==> config.mk <==
export PLATFORM = sky130hd
export DESIGN_NAME = bin_kernel_conv
export DESIGN_NICKNAME = d
export VERILOG_FILES = /design/src/rtl/bkc_pkg.sv /design/src/rtl/bkc_xnor_pop.sv /design/src/rtl/bkc_correct.sv /design/src/rtl/bkc_lane.sv /design/src/rtl/bin_kernel_conv.sv
export SDC_FILE = /design/constraint.sdc
export NUM_CORES = 1
export LEC_CHECK = 0
export BUFFER_PORTS_ARGS = -buffer_cell sky130_fd_sc_hd__buf_2
export CAP_MARGIN = 5
export CORE_AREA = 5 5 90 92
export DETAILED_ROUTE_END_ITERATION = 12
export DIE_AREA = 0 0 95 97
export PLACE_DENSITY = 0.8
export SLEW_MARGIN = 20
export SYNTH_ARGS = -nofsm -noshare
export SYNTH_HDL_FRONTEND = slang
export SYNTH_SLANG_ARGS = --single-unit
==> constraint.sdc <==
create_clock -name clk -period 1.5 [get_ports clk]
set_input_delay 0.225 -clock clk [delete_from_list [all_inputs] [get_ports clk]]
set_output_delay 0.225 -clock clk [all_outputs]
set_load 0.01 [all_outputs]
==> src/rtl/bkc_pkg.sv <==
package bkc_pkg;

  typedef enum logic [1:0] {
    MODE_IND = 2'b00,
    MODE_REF = 2'b01,
    MODE_DER = 2'b10,
    MODE_ALT = 2'b11
  } mode_e;

endpackage

==> src/rtl/bkc_xnor_pop.sv <==
module bkc_xnor_pop #(
  parameter int KBITS = 9,
  parameter int CNT_W = $clog2(KBITS + 1)
) (
  input  logic [KBITS-1:0] win,
  input  logic [KBITS-1:0] wt,
  output logic [CNT_W-1:0] cnt
);

  logic [KBITS-1:0] match;

  always_comb begin
    match = ~(win ^ wt);
    cnt   = '0;
    for (int i = 0; i < KBITS; i++) begin
      cnt = cnt + {{(CNT_W-1){1'b0}}, match[i]};
    end
  end

endmodule

==> src/rtl/bkc_correct.sv <==
module bkc_correct #(
  parameter int KBITS = 9,
  parameter int POS_W = $clog2(KBITS),
  parameter int RES_W = $clog2(KBITS + 1) + 1
) (
  input  logic signed [RES_W-1:0] ref_val,
  input  logic        [KBITS-1:0] win,
  input  logic        [POS_W-1:0] pos,
  output logic signed [RES_W-1:0] der_val
);

  localparam logic signed [RES_W-1:0] ONE_S = RES_W'(1);

  logic                    sel_bit;
  logic signed [RES_W-1:0] bit_s;

  always_comb begin
    sel_bit = (int'(pos) < KBITS) ? win[pos] : 1'b0;
    bit_s   = {{(RES_W-1){1'b0}}, sel_bit};
    der_val = ref_val + bit_s + bit_s - ONE_S;
  end

endmodule

==> src/rtl/bkc_lane.sv <==
module bkc_lane
  import bkc_pkg::*;
#(
  parameter int KBITS = 9,
  parameter int POS_W = $clog2(KBITS),
  parameter int CNT_W = $clog2(KBITS + 1),
  parameter int RES_W = CNT_W + 1
) (
  input  logic                    clk,
  input  logic                    rst_n,
  input  logic                    en,
  input  mode_e                   mode,
  input  logic        [KBITS-1:0] win,
  input  logic        [KBITS-1:0] wt,
  input  logic        [POS_W-1:0] pos,
  output logic signed [RES_W-1:0] res_q
);

  localparam logic signed [RES_W-1:0] ONE_S = RES_W'(1);

  logic        [CNT_W-1:0] cnt;
  logic signed [RES_W-1:0] pop_s;
  logic signed [RES_W-1:0] der_val;
  logic signed [RES_W-1:0] ref_q;
  logic signed [RES_W-1:0] res_d;
  logic                    res_en;
  logic                    ref_en;

  bkc_xnor_pop #(.KBITS(KBITS), .CNT_W(CNT_W)) u_pop (
    .win (win),
    .wt  (wt),
    .cnt (cnt)
  );

  bkc_correct #(.KBITS(KBITS), .POS_W(POS_W), .RES_W(RES_W)) u_corr (
    .ref_val (ref_q),
    .win     (win),
    .pos     (pos),
    .der_val (der_val)
  );

  always_comb begin
    pop_s  = {1'b0, cnt};
    res_en = en;
    ref_en = en && (mode == MODE_REF);
    case (mode)
      MODE_DER: res_d = der_val;
      default:  res_d = pop_s;
    endcase
  end

  always_ff @(posedge clk or negedge rst_n) begin
    if (!rst_n) begin
      res_q <= '0;
      ref_q <= '0;
    end else begin
      if (res_en) res_q <= res_d;
      if (ref_en) ref_q <= res_d;
    end
  end

  // stored count only moves on an accepted reference
  assert_ref_hold_R6: assert property (@(posedge clk) disable iff (!rst_n)
    !(en && mode == MODE_REF) |=> $stable(ref_q));

  // a reference count is both reported and kept
  assert_ref_capture_R3: assert property (@(posedge clk) disable iff (!rst_n)
    (en && mode == MODE_REF) |=> (ref_q == res_q));

  // a derived result sits one step from the kept count
  assert_derived_step_R4: assert property (@(posedge clk) disable iff (!rst_n)
    (en && mode == MODE_DER) |=>
      ((res_q == $past(ref_q) + ONE_S) || (res_q == $past(ref_q) - ONE_S)));

  // counted results lie in 0..KBITS
  assert_count_range_R2: assert property (@(posedge clk) disable iff (!rst_n)
    (en && mode != MODE_DER) |=> (res_q >= 0 && res_q <= KBITS));

endmodule

==> src/rtl/bin_kernel_conv.sv <==
module bin_kernel_conv
  import bkc_pkg::*;
#(
  parameter int LANES = 4,
  parameter int KSIZE = 3
) (
  input  logic                                      clk,
  input  logic                                      rst_n,
  input  logic                                      in_valid,
  input  logic [LANES*KSIZE*KSIZE-1:0]              window_i,
  input  logic [LANES*KSIZE*KSIZE-1:0]              weight_i,
  input  logic [LANES*2-1:0]                        mode_i,
  input  logic [LANES*$clog2(KSIZE*KSIZE)-1:0]      pos_i,
  output logic                                      valid_o,
  output logic [LANES*($clog2(KSIZE*KSIZE+1)+1)-1:0] res_o
);

  localparam int KBITS = KSIZE * KSIZE;
  localparam int POS_W = $clog2(KBITS);
  localparam int CNT_W = $clog2(KBITS + 1);
  localparam int RES_W = CNT_W + 1;

  logic [1:0] rst_sync_q;
  logic       rst_s;
  logic       valid_d;

  always_ff @(posedge clk or negedge rst_n) begin
    if (!rst_n) rst_sync_q <= 2'b00;
    else        rst_sync_q <= {rst_sync_q[0], 1'b1};
  end

  assign rst_s = rst_sync_q[1];

  always_comb valid_d = in_valid;

  always_ff @(posedge clk or negedge rst_s) begin
    if (!rst_s) valid_o <= 1'b0;
    else        valid_o <= valid_d;
  end

  for (genvar l = 0; l < LANES; l++) begin : g_lane
    logic signed [RES_W-1:0] lane_res;

    bkc_lane #(
      .KBITS (KBITS),
      .POS_W (POS_W),
      .CNT_W (CNT_W),
      .RES_W (RES_W)
    ) u_lane (
      .clk   (clk),
      .rst_n (rst_s),
      .en    (in_valid),
      .mode  (mode_e'(mode_i[l*2 +: 2])),
      .win   (window_i[l*KBITS +: KBITS]),
      .wt    (weight_i[l*KBITS +: KBITS]),
      .pos   (pos_i[l*POS_W +: POS_W]),
      .res_q (lane_res)
    );

    assign res_o[l*RES_W +: RES_W] = lane_res;
  end

  // idle cycles leave all results untouched
  assert_idle_hold_R10: assert property (@(posedge clk) disable iff (!rst_s)
    !in_valid |=> $stable(res_o));

endmodule

After elaboration in Yosys (flattened, before gate mapping)
Index checks and enable logic that the tools add are counted.
{"block": "op_classes", "add_sub_neg": 44, "mul": 0, "div": 0, "n_lt_le_gt_ge": 8, "eq_ne": 8, "n_shift": 0, "mux": 16, "n_bitwise": 8, "reduce_logical": 4}
{"operator": "$add A4 B1 Y4", "n": 20}
{"operator": "$add A5 B2 Y5", "n": 8}
{"operator": "$not A9 Y9", "n": 4}
{"operator": "$xor A9 B9 Y9", "n": 4}
{"operator": "$lt A4 B5 Y1 const B", "n": 4}
{"operator": "$mux W5", "n": 4}
{"operator": "$sub A5 B2 Y5 const B", "n": 4}
{"operator": "$add A3 B1 Y4", "n": 4}
{"operator": "$bmux W1 S4", "n": 4}
{"operator": "$lt A4 B4 Y1 const B", "n": 4}
{"operator": "$add A2 B1 Y3", "n": 4}
{"operator": "$add A1 B1 Y2", "n": 4}
{"operator": "$eq A2 B1 Y1 const B", "n": 4}
{"operator": "$eq A2 B2 Y1 const B", "n": 4}
{"operator": "$mux W1", "n": 8}
{"operator": "$logic_and A1 B1 Y1", "n": 4}
{"block": "totals", "reg_bits": 43, "latchBits": 0, "mem_bits_rw": 0, "romBits": 0, "in_bits": 99, "out_inout_bits": 21, "wordCells": 98, "n_memories": 0}

Longest topological paths before layout
{"block": "logic_depth", "ltp_word": 11, "ltp_mapped": 12, "mapped_depth_nobuf": 12}

Hierarchy
A second synthesis with hierarchy kept.
{"block": "unflattened", "hier_cells": 360, "hier_area_um2": 3907.5}
{"mod": "bkc_lane", "instances": 4, "cells_each": 36, "area_per_inst_um2": 474.2, "seq_area_each_um2": 250.2}
{"mod": "bkc_xnor_pop", "instances": 4, "cells_each": 27, "area_per_inst_um2": 264.0, "seq_area_each_um2": 0.0}
{"mod": "bkc_correct", "instances": 4, "cells_each": 26, "area_per_inst_um2": 219.0, "seq_area_each_um2": 0.0}
{"mod": "bin_kernel_conv", "instances": 1, "cells_each": 4, "area_per_inst_um2": 78.8, "seq_area_each_um2": 75.1}

Worst setup path before layout
OpenSTA, ideal clock, no wires.
{"block": "synth_path", "kind": "input -> register", "startpoint": "input weight_i[0]", "endpoint": "register g_lane[0].u_lane.res_q[2]", "setup_ps": 77, "arrival_time_ps": 3494, "t_required_ps": 1423, "path_slack_ps": -2071, "path_stages": 12, "path_buffers": 0, "cell_sequence": "xnor2_1 -> fa_1 -> inv_1 -> fa_1 -> inv_1 -> fa_1 -> inv_1 -> fa_1 -> fa_1 -> xor2_1 -> mux2_2 -> a21oi_1"}
{"block": "synth_via", "elab_chain_cells": 11}
{"element": "start: declaration", "line": "bin_kernel_conv.sv:11", "rtl": "input logic [LANES*KSIZE*KSIZE-1:0] weight_i,"}
{"element": "$xor A9 B9 Y9", "line": "bkc_xnor_pop.sv:13", "rtl": "match = ~(win ^ wt);"}
{"element": "$not A9 Y9", "line": "bkc_xnor_pop.sv:13"}
{"element": "$add A1 B1 Y2", "line": "bkc_xnor_pop.sv:16", "rtl": "cnt = cnt + {{(CNT_W-1){1'b0}}, match[i]};"}
{"element": "$add A2 B1 Y3", "line": "bkc_xnor_pop.sv:16"}
{"element": "$add A3 B1 Y4", "line": "bkc_xnor_pop.sv:16"}
{"element": "$add A4 B1 Y4 (5 in a row)", "line": "bkc_xnor_pop.sv:16"}
{"element": "$mux W5", "line": "bkc_lane.sv:46", "rtl": "case (mode)"}
{"element": "end signal: assignment", "line": "bkc_lane.sv:57", "rtl": "if (res_en) res_q <= res_d;"}
{"element": "end: declaration", "line": "bkc_lane.sv:16", "rtl": "output logic signed [RES_W-1:0] res_q"}
Every way passes these cells.
A chain may end at the register's enable or synchronous reset.

Final worst setup path
{"block": "layout_path", "startpoint": "input weight_i[3]", "endpoint": "register g_lane[0].u_lane.res_q[2]"}
{"block": "layout_via", "elab_chain_cells": 9}
{"element": "$xor A9 B9 Y9", "line": "bkc_xnor_pop.sv:13"}
{"element": "$not A9 Y9", "line": "bkc_xnor_pop.sv:13"}
{"element": "$add A3 B1 Y4", "line": "bkc_xnor_pop.sv:16"}
{"element": "$add A4 B1 Y4 (5 in a row)", "line": "bkc_xnor_pop.sv:16"}
{"element": "$mux W5", "line": "bkc_lane.sv:46"}
Every way passes these cells.

==> results.json <==
{
  "drv_cap": 0,
  "firstDrtPassIters": 4,
  "crit_type": "in2reg",
  "setup_viol_count_final": 36,
  "fin_skew_ps": 6.91,
  "final_cell_mix": "94 x buf_2, 45 x buf_4, 43 x inv_1",
  "seqCellArea_um2": 1080,
  "path_clk_slew_ps": 90,
  "syn_inst": 362,
  "clk_latency_ps": 290,
  "hold_viol_final": 0,
  "drtIter0Drc": 67,
  "die_h_um": 97,
  "netlist_area_um2": 3640,
  "path_max_fanout": 2,
  "die_area_um2": 9220,
  "vdd_drop_max_mv": 0.665,
  "post-place-ws_ps": -2050,
  "viasPerCell": 5.13,
  "core-area_um2": 7140,
  "ys_seq_elements": 43,
  "required_ps": 1710,
  "arrival_ps": 3430,
  "antenna_found_initial": 0,
  "ant_nets": 0,
  "port-buffer-count": 119,
  "final_nets": 685,
  "dpl.cell_count": 621,
  "route.detailed.drc": 0,
  "pin_count": 120,
  "multi_input_area_um2": 2760,
  "yosys_warnings": 0,
  "start_util_pct": 50.9,
  "wl_met3_um": 437,
  "core.rowCount": 31,
  "fmax_mhz": 311,
  "post-route-period-util_pct": 214,
  "syn_to_final_growth_pct": 52.4,
  "rsz0062_at_grt": "yes",
  "wl_mm": 10.2,
  "num_vias": 3276,
  "synth_cell_type_count": 36,
  "powerDensity_nw_per_um2": 1500,
  "htree_levels": 2,
  "syn_area_per_cell_um2": 10.0,
  "startpoint_type": "input pin",
  "fillCellCount": 477,
  "setup_slack_ps": -1710,
  "final_common_cell": "buf_2",
  "hold_path_class": "reg2async",
  "cts_tree": "built",
  "die_w_um": 95,
  "grt_pass1_vias": 3625,
  "syn_nets": 509,
  "wire_per_inst_um": 16.0,
  "synthFlopType": "dfrtp_1",
  "grtUsageTotal_pct": 21.6,
  "highest_layer": "met4",
  "gp_congestion": 0.819,
  "clockBufferDepth": 2,
  "synthTopCellsByArea": "dfrtp_1 30%, fa_1 13%, ha_1 8.3%",
  "cts_root_buf": "clkbuf_8",
  "drt-met1-wl_mm": 3.85,
  "ys_async_sr_fraction_pct": 100,
  "synth_edf_count": 0,
  "violations": "negative setup slack",
  "slew_viol_final": 0,
  "synth_top_area_cell": "dfrtp_1",
  "worstSetupEndpointType": "register",
  "grt_max_degree": 42,
  "wl_met2_mm": 5.70,
  "grt_first_pass_wirelength_mm": 16.3,
  "dp_hpwl_mm": 7.54,
  "layout.cells.non_filler": 638,
  "clock-sinks": 43,
  "cts_buffers": 5,
  "n_antenna_cell": 0,
  "finalCriticalPeriod_ps": 3210,
  "drive_gt1_share_pct": 49.2,
  "synth_top_area_share_pct": 29.6,
  "synth-seq-area-share_pct": 29.6,
  "power_leakage_uw": 0.00269,
  "outcome": "finished, violations left",
  "grt.overflow.total": 0,
  "finalSetupTns_ps": -47270
}
-- metal layers --
metal | vias up | track usage, %
met5 | - | 0
met4 | 0 | 4.66
met3 | 20 | 3.72
met2 | 86 | 40.7
met1 | 1602 | 25.1
li1 | 1568 | -
-- flip-flops by register name, summed over array words and instances, names as in the netlist --
signal               flops
g_lane.u_lane.ref_q     20
valid_o                  1
g_lane.u_lane.res_q     20
rst_sync_q               2
-- through the flow --
step           utilization [%]  cell area (um2)  power (uW)  hold WS [ps]
2_1_floorplan                -             3750        4500         -70.6
3_3_place_gp              67.3             4800        5690          11.0
5_1_grt                   77.7             5540        9010           253
3_5_place_dp              67.3             4800        6030          11.7
4_1_cts                   74.2             5300        7730           238
6_report                  77.7             5540        8330           237
-- layout make-up --
| class | count | share of cell area, % |
|---|---|---|
| multi-input cells | 260 | 49.8 |
| repair buffers | 174 | 22.4 |
| flip-flops and latches | 43 | 19.4 |
| inverters | 54 | 3.66 |
| well taps | 99 | 2.23 |
| clock buffers | 5 | 1.24 |
| clock inverters | 3 | 1.22 |
-- path summary, 6_finish.rpt --
kind	end	cells after the start	from	slack (ps)
worst max-delay path	g_lane[0].u_lane.res_q[2]	13	weight_i[3]	-1710
worst min-delay path	g_lane[0].u_lane.res_q[1]	1	rst_sync_q[1]	240
worst max register to register	g_lane[2].u_lane.res_q[2]	8	g_lane[2].u_lane.ref_q[1]	-450
worst min register to register	g_lane[0].u_lane.res_q[1]	1	rst_sync_q[1]	240
max in group asynchronous	g_lane[2].u_lane.res_q[1]	1	rst_sync_q[1]	1070
min in group clk	valid_o	1	in_valid	270
-- where the power goes --
group	leakage (uW)	switching (uW)	internal [uW]
logic	0.00209	2510	2870
clock network	0.0000644	407	664
registers	0.000532	309	1580
total	0.00269	3230	5110
-- kinds of logic (layout without fill, tap and decap cells) --
logic type	Yosys count	in the layout	synth area share, %
DFF	43	43	29.6
buffers and inverters	59	236	6.23
muxes	26	26	8.88
other	1	1	0.103
xor gates and xnor gates	48	48	11.6
AOI/OAI and AO/OA	60	60	11.1
adders and majority gates	48	48	21.5
and+or+nand+nor	77	77	11.1
-- synthesized netlist by cell type (all sizes together), types with 4 or more instances --
master  instances
o221ai          5
nor2           14
dfrtp          43
xnor2          24
nand2          25
buf             4
a31oi           6
a21o            4
nand3b         10
mux2i          12
and2            4
nand3           4
a21oi          14
xor2           24
a2111o          4
mux2           10
fa             24
nor2b           7
mux4            4
nand2b          4
inv            54
o21ai          18
ha             24
-- critical path: stages --
cell and delay [ps]:
buf_8 100, xnor2_4 140, fa_1 550, inv_1 60
fa_1 480, inv_1 50, fa_1 500, inv_2 40
fa_2 350, fa_2 340, xor2_1 180, mux2_2 280
a21oi_2 120
-- what timing repair did --
action,in CTS,in global routing
buffers inserted,4,6
endpoints found under the hold margin,2,0
pin swaps,43,37
hold buffers,1,0
endpoints found under the setup margin,36,36
gates resized for setup,74,42
No activity file was read; power rests on OpenSTA's default activity.
